--- src/rtl/pcc_pkg.sv ---
package pcc_pkg;

  typedef enum logic {
    ROLE_LISTEN = 1'b0,
    ROLE_DRIVE  = 1'b1
  } pin_role_e;

  function automatic pin_role_e role_of(input logic casc_oe_n);
    return casc_oe_n ? ROLE_LISTEN : ROLE_DRIVE;
  endfunction

  function automatic logic ref_bit(input pin_role_e role, input logic pin_in);
    return (role == ROLE_LISTEN) ? pin_in : 1'b0;
  endfunction

  function automatic logic merge_sum(input logic partial, input logic refv);
    return partial ^ refv;
  endfunction

endpackage

--- src/rtl/pcc_sum.sv ---
module pcc_sum #(
  parameter int DATA_W = 10
) (
  input  logic [DATA_W-1:0] dat_q,
  input  logic              par_bit_i,
  input  logic              casc_oe_n,
  input  logic              pin_in,
  output logic              partial_o,
  output logic              drive_o,
  output logic              chk_o
);
  import pcc_pkg::*;

  pin_role_e role;
  logic      refv;

  assign role      = role_of(casc_oe_n);
  assign partial_o = (^dat_q) ^ par_bit_i;
  assign drive_o   = (role == ROLE_DRIVE);
  assign refv      = ref_bit(role, pin_in);
  assign chk_o     = merge_sum(partial_o, refv);

endmodule

--- config.mk ---
export PLATFORM = sky130hd
export DESIGN_NAME = pcc_sum
export DESIGN_NICKNAME = d
export VERILOG_FILES = /design/src/rtl/pcc_pkg.sv /design/src/rtl/pcc_sum.sv
export SDC_FILE = /design/constraint.sdc
export NUM_CORES = 1
export LEC_CHECK = 0
export ABC_AREA = 1
export ABC_CLOCK_PERIOD_IN_PS = 800
export BUFFER_PORTS_ARGS = -buffer_cell sky130_fd_sc_hd__clkbuf_2
export CAP_MARGIN = 20
export CORE_AREA = 2 2 39 41
export DETAILED_ROUTE_END_ITERATION = 16
export DIE_AREA = 0 0 41 43
export GPL_ROUTABILITY_DRIVEN = 0
export MAX_ROUTING_LAYER = met4
export PLACE_DENSITY = 0.54
export SLEW_MARGIN = 0
export SYNTH_ARGS = -nofsm -noshare
export SYNTH_HDL_FRONTEND = slang
export SYNTH_SLANG_ARGS = --single-unit
--- constraint.sdc ---
create_clock -name vclk -period 0.8
set_input_delay 0.08 -clock vclk [all_inputs]
set_output_delay 0.08 -clock vclk [all_outputs]
set_load 0.03 [all_outputs]
-- Word-level counts from Yosys, hierarchy flattened
Cells that the tools add are included.
- output and inout port bits: 3
- bits of input ports: 13
- word-level logic and storage cells: 5
- register bits after elaboration: 0
- reductions and logical operators: 1
- bitwise gates (word level): 2
- muxes and demuxes: 2
- operators by type and width (cell ; number):
    10-bit XOR reduction ; 1
    1-bit two-way mux ; 2
    1-bit bitwise XOR ; 2

-- Depth between registers and ports, before layout
- depth in word-level cells: 3
- depth in mapped cells: 11
- depth with buffers taken out: 11

-- Worst setup path after synthesis
Ideal clock, no wire load.
- path kind: input to output
- start point: input dat_q[6]
- end point: output chk_o
- setup slack: -0.245 ns
- data required time: 0.720 ns
- stages: 11
- path buffers: 0
- arrival: 0.965 ns
- path through: inv_1 -> nand2_1 -> nand2_1 -> nand2_1 -> nand2_2 -> inv_1 -> nand2_1 -> nand3_2 -> nand2_2 -> nand2_1 -> nand2_1
- cells in the longest elaborated chain, start to end: 3
- ends and longest elaborated chain (what ; line ; text):
    start, declared ; pcc_sum.sv:4 ; input logic [DATA_W-1:0] dat_q,
    10-bit XOR reduction ; pcc_sum.sv:18 ; assign partial_o = (^dat_q) ^ par_bit_i;
    1-bit bitwise XOR ; pcc_sum.sv:18 ;
    net partial_o ; pcc_sum.sv:8 ; output logic partial_o,
    1-bit bitwise XOR ; pcc_pkg.sv:17 ; return partial ^ refv;
    end, declared ; pcc_sum.sv:10 ; output logic chk_o
The timed path passes the listed nets, and every way through them passes these cells.

-- Worst setup path after layout
- start point: input dat_q[5]
- end point: output chk_o
- cells in the longest elaborated chain, start to end: 3
- ends and longest elaborated chain (what ; line):
    10-bit XOR reduction ; pcc_sum.sv:18
    1-bit bitwise XOR ; pcc_sum.sv:18
    1-bit bitwise XOR ; pcc_pkg.sv:17
No other way between the ends.

==> metrics <==
Slew Limit Headroom 88.7%; Pleak about 0.31 nW; filler-free cell count of the finished design 90; initial antenna violation count 0; Period Utilization, post-route 136%; Placed Cells 90; post-synth cell types 8; Crit path required time about 700 ps; Fin. Hold Viols 0; PnR worst setup slack -288 ps; cell taking the most area after synthesis nand2_1; VDD IR-drop max 0.257 mV; Max Cap Viol 0; PwrDens a little over 800 nW/um^2; Die H between 40 and 50 um; Initial Util 18.7%; Worst setup EP type output port; Ant. Diodes 0; Post-Syn Area 259 sq um; total length of routed wires 558 um; ANT nets after route 0; most frequent cell after synthesis nand2_1; core area approximately 1400 sq um; vias approximately 360; Commonest cells post-synth nand2_1 (34), inv_1 (13), nand2_2 (3); max frequency roughly 920 MHz; Avg WL per Cell just over 6 um; Total Power between 0.0004 and 0.0005 W; RSZ-0062 raised after global routing yes; crit path launch type input pin; kind of critical path in2out; die area around 1800 sq um; drt pass-1 iters 1; Yosys warning total 0; Setup Fix Bufs, Post-CTS 0; Layout fillers 152; Reg area 0 sq um; Syn Nets just over 70; first-pass GRT wire length between 1 and 1.5 mm; worst slew pin tran 171 ps; total gr overflow 0; dpl hpwl slightly below 500 um; Vias/cell between 4 and 5; io pins 16; Post-Syn Area per Cell about 4.5 sq um; # clk buffers 0; PortBufs 16; num sequential 0; sequential share of the synthesized area 0%; CP Max Fanout 3; Layout Nets ~90; status finished, violations left; CP cell instances clkbuf_16, inv_12, nand2_2, nand2_1, nand2_1, nand2_2, inv_2, nand2_2, nand3_2, nand2_4, nand2_4, nand2_4, buf_8; Multi-input gate area ~280 sq um; Mapped Cells 58; Final min period 1090 ps; Rows 14; Synth area leaders nand2_1 (49%), inv_1 (19%), nand3_2 (7.7%); share of the synthesized area in the top cell type 49.3%; Layout area overhead 109%; Initial DRC Count 0; pre-CTS setup slack -432 ps; setup violators final 2; share of cells above drive strength 1 between 50% and 60%; Hold-fix buffers, CTS 0; DRC errors left 0; GRT Util Overall ~8.2%; CP peak stage delay between 100 and 150 ps; Hold Slack approximately 450 ps; largest net degree at the start of global routing 4; vias in the first global route about 330; Worst Path Arrival about 1000 ps; Worst path slowest cell clkbuf_16; Slew Limit Fails 0; violated checks setup timing; die width 41 um; worst hold path class in2out
[power breakdown]
group          internal (W)  switching (W)  leakage [nW]  total [W]
registers                 0              0             0          0
clock network             0              0             0          0
logic              0.000211       0.000235         0.310   0.000446
total              0.000211       0.000235         0.310   0.000446
[worst max-delay path: cells and delay by family]
kind / cells / cell delay [ps]
buf+inv: 4 / 340
simple gates: 9 / 570
[per-layer routing]
metal,track usage (%),vias to the layer above,wire length [um]
met2,14.7,5,316
met3,0,0,18
li1,-,199,-
met1,10.4,158,224
met4,0,0,0
met5,-,-,0
[final cells by class]
class / count / share of cell area [%]
well taps: 16 / 3.70
multi-input cells: 45 / 51.4
inverters: 13 / 13.2
repair buffers: 16 / 31.7
[through the flow]
step	area (sq um)	TNS [ps]	utilization (%)
6_report	541	-504	39.1
5_1_grt	541	-676	39.1
4_1_cts	505	-537	36.5
3_5_place_dp	404	-748	29.2
3_3_place_gp	404	-736	29.2
2_1_floorplan	304	-112	-
[worst paths after layout]
check  startpoint       to  slack, ps  cells past startpoint
max      dat_q[5]    chk_o       -290                     13
min     casc_oe_n  drive_o        450                      3
[cell usage in the layout (no fill, tap or decap), drive strengths merged]
cell,synthesis,routed
clkinv,0,1
nor2,2,2
nand3,3,3
clkbuf,0,12
xor2,1,1
inv,13,12
buf,0,4
nand2,37,37
xnor2,2,2
[cells by family (layout without fill, tap and decap cells)]
logic type / Yosys count / in the layout / share of synthesized area [%]
buffers and inverters: 13 / 29 / 18.8
XOR/XNOR: 3 / 3 / 10.1
AND/OR/NAND/NOR: 42 / 42 / 71.0
[repair_timing]
action | CTS | global route
gates cloned | 0 | 0
endpoints found under the setup margin | 2 | 2
gates resized for setup | 18 | 15
pin swaps | 16 | 13
(Power assumes the default switching activity.)
